==> src/rtl/shifter_pkg.sv <==
package shifter_pkg;

  // Strobes issued by the control towards the datapath
  typedef struct packed {
    logic loadHold;   // capture new conversion results
    logic loadShift;  // load both lane shift registers from the current slot
    logic shiftOut;   // advance both lane shift registers by one bit
  } shStrobe_t;

endpackage

==> src/rtl/sr_edge_sync.sv <==
module sr_edge_sync #(
  parameter int   STAGES    = 2,
  parameter logic RESET_VAL = 1'b1
) (
  input  logic clk,
  input  logic rstN,
  input  logic pinIn,
  output logic level,
  output logic edgeSeen
);

  logic [STAGES-1:0] pipe;
  logic              lastLevel;

  always_ff @(posedge clk) begin
    if (!rstN) begin
      pipe      <= {STAGES{RESET_VAL}};
      lastLevel <= RESET_VAL;
    end else begin
      pipe[0] <= pinIn;
      for (int i = 1; i < STAGES; i++) begin
        pipe[i] <= pipe[i-1];
      end
      lastLevel <= pipe[STAGES-1];
    end
  end

  assign level    = pipe[STAGES-1];
  assign edgeSeen = pipe[STAGES-1] ^ lastLevel;

endmodule

==> src/rtl/sr_ctrl.sv <==
module sr_ctrl
  import shifter_pkg::*;
#(
  parameter int NUM_CH = 8,
  parameter int RES_W  = 14,
  parameter int SLOT_W = $clog2(NUM_CH + 1)
) (
  input  logic              clk,
  input  logic              rstN,
  input  logic              csLvl,
  input  logic              csEdge,
  input  logic              sclkLvl,
  input  logic              sclkEdge,
  input  logic              busyLvl,
  input  logic              busyEdge,
  output shStrobe_t         strobe,
  output logic [SLOT_W-1:0] slot,
  output logic              outEn,
  output logic              firstFlag
);

  localparam int CNT_W = $clog2(RES_W);

  logic [CNT_W-1:0] fallCnt;
  logic csFall, csRise, sclkRise, sclkFall, busyFall, atBoundary;

  assign csFall     = csEdge & ~csLvl;
  assign csRise     = csEdge & csLvl;
  assign sclkRise   = sclkEdge & sclkLvl;
  assign sclkFall   = sclkEdge & ~sclkLvl;
  assign busyFall   = busyEdge & ~busyLvl;
  assign atBoundary = (fallCnt == '0);

  always_ff @(posedge clk) begin
    if (!rstN) begin
      slot      <= '0;
      fallCnt   <= '0;
      outEn     <= 1'b0;
      firstFlag <= 1'b0;
    end else begin
      if (busyFall) begin
        slot    <= '0;
        fallCnt <= '0;
      end else if (sclkFall && outEn) begin
        if (fallCnt == CNT_W'(RES_W - 1)) begin
          fallCnt   <= '0;
          firstFlag <= 1'b0;
          if (slot != SLOT_W'(NUM_CH)) slot <= slot + SLOT_W'(1);
        end else begin
          fallCnt <= fallCnt + CNT_W'(1);
        end
      end
      if (csFall) begin
        outEn     <= 1'b1;
        firstFlag <= (slot == '0);
      end else if (csRise) begin
        outEn     <= 1'b0;
        firstFlag <= 1'b0;
      end
    end
  end

  always_comb begin
    strobe.loadHold  = busyFall;
    strobe.loadShift = atBoundary && (csFall || (sclkRise && outEn));
    strobe.shiftOut  = sclkRise && outEn && !atBoundary;
  end

  AST_CNT_IN_RANGE: assert property (@(posedge clk) disable iff (!rstN)
    fallCnt < CNT_W'(RES_W));
  AST_SLOT_BOUNDED: assert property (@(posedge clk) disable iff (!rstN)
    slot <= SLOT_W'(NUM_CH));
  AST_FLAG_ON_FIRST_SLOT: assert property (@(posedge clk) disable iff (!rstN)
    firstFlag |-> (slot == '0));
  AST_SELECT_OPENS: assert property (@(posedge clk) disable iff (!rstN)
    csFall |=> outEn);
  AST_BUSY_REWINDS: assert property (@(posedge clk) disable iff (!rstN)
    busyFall |=> (slot == '0 && fallCnt == '0));

endmodule

==> src/rtl/sr_datapath.sv <==
module sr_datapath
  import shifter_pkg::*;
#(
  parameter int NUM_CH = 8,
  parameter int RES_W  = 14,
  parameter int SLOT_W = $clog2(NUM_CH + 1)
) (
  input  logic                    clk,
  input  logic                    rstN,
  input  shStrobe_t               strobe,
  input  logic [SLOT_W-1:0]       slot,
  input  logic [NUM_CH*RES_W-1:0] resultsIn,
  output logic [1:0]              laneBit
);

  localparam int HALF_CH = NUM_CH / 2;
  localparam int IDX_W   = $clog2(NUM_CH);

  logic [NUM_CH-1:0][RES_W-1:0] holdReg;

  always_ff @(posedge clk) begin
    if (!rstN) holdReg <= '0;
    else if (strobe.loadHold) holdReg <= resultsIn;
  end

  for (genvar gl = 0; gl < 2; gl++) begin : g_lane
    localparam int OFFSET = gl * HALF_CH;
    logic [RES_W-1:0] shReg;
    logic [RES_W-1:0] nextWord;
    logic [IDX_W-1:0] chanIdx;

    always_comb begin
      chanIdx  = IDX_W'((int'(slot) + OFFSET) % NUM_CH);
      nextWord = (slot >= SLOT_W'(NUM_CH)) ? '0 : holdReg[chanIdx];
    end

    always_ff @(posedge clk) begin
      if (!rstN) shReg <= '0;
      else if (strobe.loadShift) shReg <= nextWord;
      else if (strobe.shiftOut) shReg <= {shReg[RES_W-2:0], 1'b0};
    end

    assign laneBit[gl] = shReg[RES_W-1];

    AST_ZERO_PAST_END: assert property (@(posedge clk) disable iff (!rstN)
      (strobe.loadShift && slot >= SLOT_W'(NUM_CH)) |=> (shReg == '0));
  end

  AST_STROBES_EXCLUSIVE: assert property (@(posedge clk) disable iff (!rstN)
    $onehot0({strobe.loadShift, strobe.shiftOut}));

endmodule

==> src/rtl/serial_result_shifter.sv <==
module serial_result_shifter
  import shifter_pkg::*;
#(
  parameter int NUM_CH      = 8,
  parameter int RES_W       = 14,
  parameter int SYNC_STAGES = 2
) (
  input  logic                    clk,
  input  logic                    rstN,
  input  logic                    busy,
  input  logic [NUM_CH*RES_W-1:0] resultsIn,
  input  logic                    sclk,
  input  logic                    csN,
  output logic                    doutA,
  output logic                    doutB,
  output logic                    firstData,
  output logic                    driveEn
);

  localparam int SLOT_W = $clog2(NUM_CH + 1);

  logic csLvl, csEdge, sclkLvl, sclkEdge, busyLvl, busyEdge;
  logic outEn, firstFlag;
  logic [SLOT_W-1:0] slot;
  logic [1:0] laneBit;
  shStrobe_t strobe;

  sr_edge_sync #(.STAGES(SYNC_STAGES), .RESET_VAL(1'b1)) u_csSync (
    .clk(clk), .rstN(rstN), .pinIn(csN), .level(csLvl), .edgeSeen(csEdge));
  sr_edge_sync #(.STAGES(SYNC_STAGES), .RESET_VAL(1'b1)) u_sclkSync (
    .clk(clk), .rstN(rstN), .pinIn(sclk), .level(sclkLvl), .edgeSeen(sclkEdge));
  sr_edge_sync #(.STAGES(1), .RESET_VAL(1'b0)) u_busyEdge (
    .clk(clk), .rstN(rstN), .pinIn(busy), .level(busyLvl), .edgeSeen(busyEdge));

  sr_ctrl #(.NUM_CH(NUM_CH), .RES_W(RES_W), .SLOT_W(SLOT_W)) u_ctrl (
    .clk(clk), .rstN(rstN),
    .csLvl(csLvl), .csEdge(csEdge), .sclkLvl(sclkLvl), .sclkEdge(sclkEdge),
    .busyLvl(busyLvl), .busyEdge(busyEdge),
    .strobe(strobe), .slot(slot), .outEn(outEn), .firstFlag(firstFlag));

  sr_datapath #(.NUM_CH(NUM_CH), .RES_W(RES_W), .SLOT_W(SLOT_W)) u_dp (
    .clk(clk), .rstN(rstN), .strobe(strobe), .slot(slot),
    .resultsIn(resultsIn), .laneBit(laneBit));

  assign doutA     = laneBit[0] & outEn;
  assign doutB     = laneBit[1] & outEn;
  assign firstData = firstFlag & outEn;
  assign driveEn   = outEn;

endmodule

==> config.mk <==
export PLATFORM = sky130hd
export DESIGN_NAME = serial_result_shifter
export DESIGN_NICKNAME = d
export VERILOG_FILES = /design/src/rtl/shifter_pkg.sv /design/src/rtl/sr_edge_sync.sv /design/src/rtl/sr_ctrl.sv /design/src/rtl/sr_datapath.sv /design/src/rtl/serial_result_shifter.sv
export SDC_FILE = /design/constraint.sdc
export NUM_CORES = 1
export LEC_CHECK = 0
export ABC_AREA = 1
export BUFFER_PORTS_ARGS = -buffer_cell sky130_fd_sc_hd__buf_2
export CAP_MARGIN = 40
export CORE_ASPECT_RATIO = 2
export CORE_UTILIZATION = 30
export DETAILED_ROUTE_END_ITERATION = 8
export HOLD_SLACK_MARGIN = 0.12
export SYNTH_ARGS = -nofsm -noshare
export SYNTH_HDL_FRONTEND = slang
export SYNTH_SLANG_ARGS = --single-unit
==> constraint.sdc <==
create_clock -name clk -period 1.6 [get_ports clk]
set_input_delay 0.32 -clock clk [delete_from_list [all_inputs] [get_ports clk]]
set_output_delay 0.32 -clock clk [all_outputs]
set_load 0.05 [all_outputs]
==> qor.txt <==
DR vias/cell -> 4.92
number of diodes -> 0
cells along the critical path -> nand2_1, inv_1, buf_2
Multi-input gate area -> 3400 µm²
die area -> 23,900 µm²
Mapped Avg Cell Area -> 6.82 µm²
Leak -> 4.12 nW
initial antenna violation count -> 0
Top FF cell, synth -> dfxtp_1
Synth top cells by count -> nor2_1, nand2_1, o21ai_0, dfxtp_1, nand3_1
fin crit share -> 96.6%
top-count cell post-synth -> nor2_1
Power Density -> 1010 nW/µm²
Critical Path Start Type -> flip-flop
vias in the first global route -> 6,972
placed cell area -> 7920 µm²
number of buffers and inverters on the critical path -> 2
synth warn -> 0
worst hold path type -> primary input to flip-flop
fin. max-slew vios -> 0
post-synthesis instance total -> 1,021
Hold WS -> 0.125 ns
Logic pwr share -> 8.4%
Worst IR Drop VDD -> 0.662 mV
GRT Util Overall -> 19.6%
total gr overflow -> 0
Worst path top cell family by delay -> flip-flops
design area -> 9160 µm²
Max Fclk -> 0.647 GHz
#FFs+latches synth -> 158
crit end category -> primary output
Die Width -> 110 µm
worst path required time -> 1.28 ns
Pint -> 0.00687 W
Detail Route Antenna Nets -> 0
number of distinct library cells after synthesis -> 26
post-synthesis sequential area ratio -> 45.4%
Clk pwr share -> 46.2%
Final Hold Viols -> 0
Worst Skew -> 0.00653 ns
synthesized net count -> 1,142
Skew-Pair Late Insertion Delay -> 0.43 ns
worst-path fanout max -> 7
Setup TNS Final -> 0 ns
Yosys top cell by area -> dfxtp_1
Starting DRT DRC Count -> 476
largest net degree at the start of global routing -> 115
clk buf depth -> 2
CTS tree -> done
sequential cell area -> 3170 µm²
switching pwr -> 0.00240 W
Synth top area share -> 45.4%
largest cells by area after synthesis -> dfxtp_1, nor2_1, o21ai_0
Die Y -> 218 µm
drc violations -> 0
Setup Fix Bufs, Post-CTS -> 0
row count -> 78
share of post-route cells with drive strength above 1 -> 16.6%
RSZ-0062 raised after global routing -> false
first-pass GRT wire length -> 35,500 µm
Sequential Power Share -> 45.4%
setup violators final -> 0
slowest CP cell -> dfxtp_2
Max-Cap Viols -> 0
drt total wl -> 22,500 µm
overall power consumption -> 0.00928 W
FILL cells -> 2,373
IO Pins -> 121
WP data arrival -> 1.22 ns
Post-synth EDFFs -> 0
core area -> 22,700 µm²
CTS Sinks -> 158
CTS buffer count -> 17
Sw Ratio -> 25.9%
first-pass detailed-route iteration total -> 5
Tmin final -> 1.54 ns
H-tree depth -> 4
Initial Util -> 30.6%
Least-Margin Pin Slew -> 0.509 ns
port bufs -> 120
critical setup path kind -> flip-flop to primary output
status -> complete, no violations
asr flop ratio synth -> 0%
Vias -> 7,220
fin nets -> 1,296
clk slew on worst S/H paths -> 0.07 ns
Mapped Area -> 6970 µm²
max_slew headroom -> 66.1%
crit-path max cell delay -> 0.40 ns
DP Wirelength -> 15,300 µm
area delta synth->final -> 31.5%
Root Buffer -> clkbuf_16
WL/cell -> 15.3 µm
gpl congestion -> 0.848
## what timing repair did
action / CTS / global route
endpoints found under the hold margin: 60 / 0
setup endpoints to repair: 0 / 28
hold buffers: 60 / 0
resized for setup: 0 / 4
## metrics by stage
| step | instances | utilization (%) | worst slack [ns] |
|---|---|---|---|
| global placement | 1376 | 34.8 | 0.0395 |
| detailed placement | 1376 | 34.8 | 0.0415 |
| floorplan | 1021 | - | 0.0513 |
| CTS | 1468 | 40.2 | 0.0207 |
| global route | 1468 | 40.3 | 0.00483 |
| finish | 1468 | 40.3 | 0.0550 |
## state kept, by name, indices dropped and copies added (netlist names), 2 cells and up
signal and count:
u_dp.holdReg 112, u_dp.g_lane.shReg 28, u_ctrl.fallCnt 4, u_ctrl.slot 4
u_csSync.pipe 2, u_sclkSync.pipe 2
## logic make-up after synthesis
kind of cell             Yosys count  synth area share, %
AND/OR/NAND/NOR                  552                 32.2
adder cells (fa/ha/maj)            4                0.718
flip-flops                       158                 45.4
XOR/XNOR                           2                0.251
AO/OA/AOI/OAI                    210                 15.3
buffers and inverters             95                 6.11
## metal layers
layer | global-route usage [%] | vias up | wire length, µm
met5 | 0 | - | 0
met1 | 22.4 | 3347 | 8960
li1 | - | 3631 | -
met3 | 2.66 | 49 | 757
met4 | 12.0 | 0 | 1150
met2 | 33.8 | 193 | 11600
## power groups by stage
stage	logic (W)	registers [W]	clock network [W]
after global routing	0.000872	0.00423	0.00451
after global placement	0.000658	0.00429	0
final	0.000781	0.00421	0.00429
after CTS	0.000781	0.00421	0.00436
after floorplan	0.000378	0.00427	0
after detailed placement	0.000664	0.00429	0
## worst paths after layout
check,startpoint,end,slack (ns),cells after the start
setup / recovery,u_ctrl.outEn,doutA,0.06,3
hold / removal,resultsIn[8],u_dp.holdReg[8],0.12,3
setup reg to reg,u_busyEdge.level,u_dp.holdReg[92],0.11,5
hold reg to reg,u_csSync.pipe[0],u_csSync.pipe[1],0.43,1
## worst min-delay path: stages
cell and delay [ns]:
buf_2 0.08, nor2_1 0.04, nor2_1 0.08
## layout by cell type (no fill, tap or decap), types with 3 or more instances in the layout
| cell | n |
|---|---|
| a21oi_1 | 39 |
| buf_12 | 10 |
| buf_2 | 117 |
| buf_4 | 19 |
| clkbuf_16 | 17 |
| dfxtp_1 | 156 |
| dlygate4sd3_1 | 60 |
| ha_1 | 3 |
| inv_1 | 19 |
| inv_6 | 5 |
| inv_8 | 5 |
| nand2_1 | 213 |
| nand3_1 | 97 |
| nor2_1 | 227 |
| o21ai_0 | 161 |
| o21ai_1 | 9 |
| or2_2 | 4 |
## final cells by class
type | count | area share, %
well taps | 280 | 3.82
flip-flops and latches | 158 | 34.6
repair buffers | 208 | 16.9
inverters | 22 | 0.915
clock buffers | 17 | 4.64
multi-input cells | 768 | 37.1
clock inverters | 15 | 2.12
Note: power is estimated with default switching activity, not from simulation.
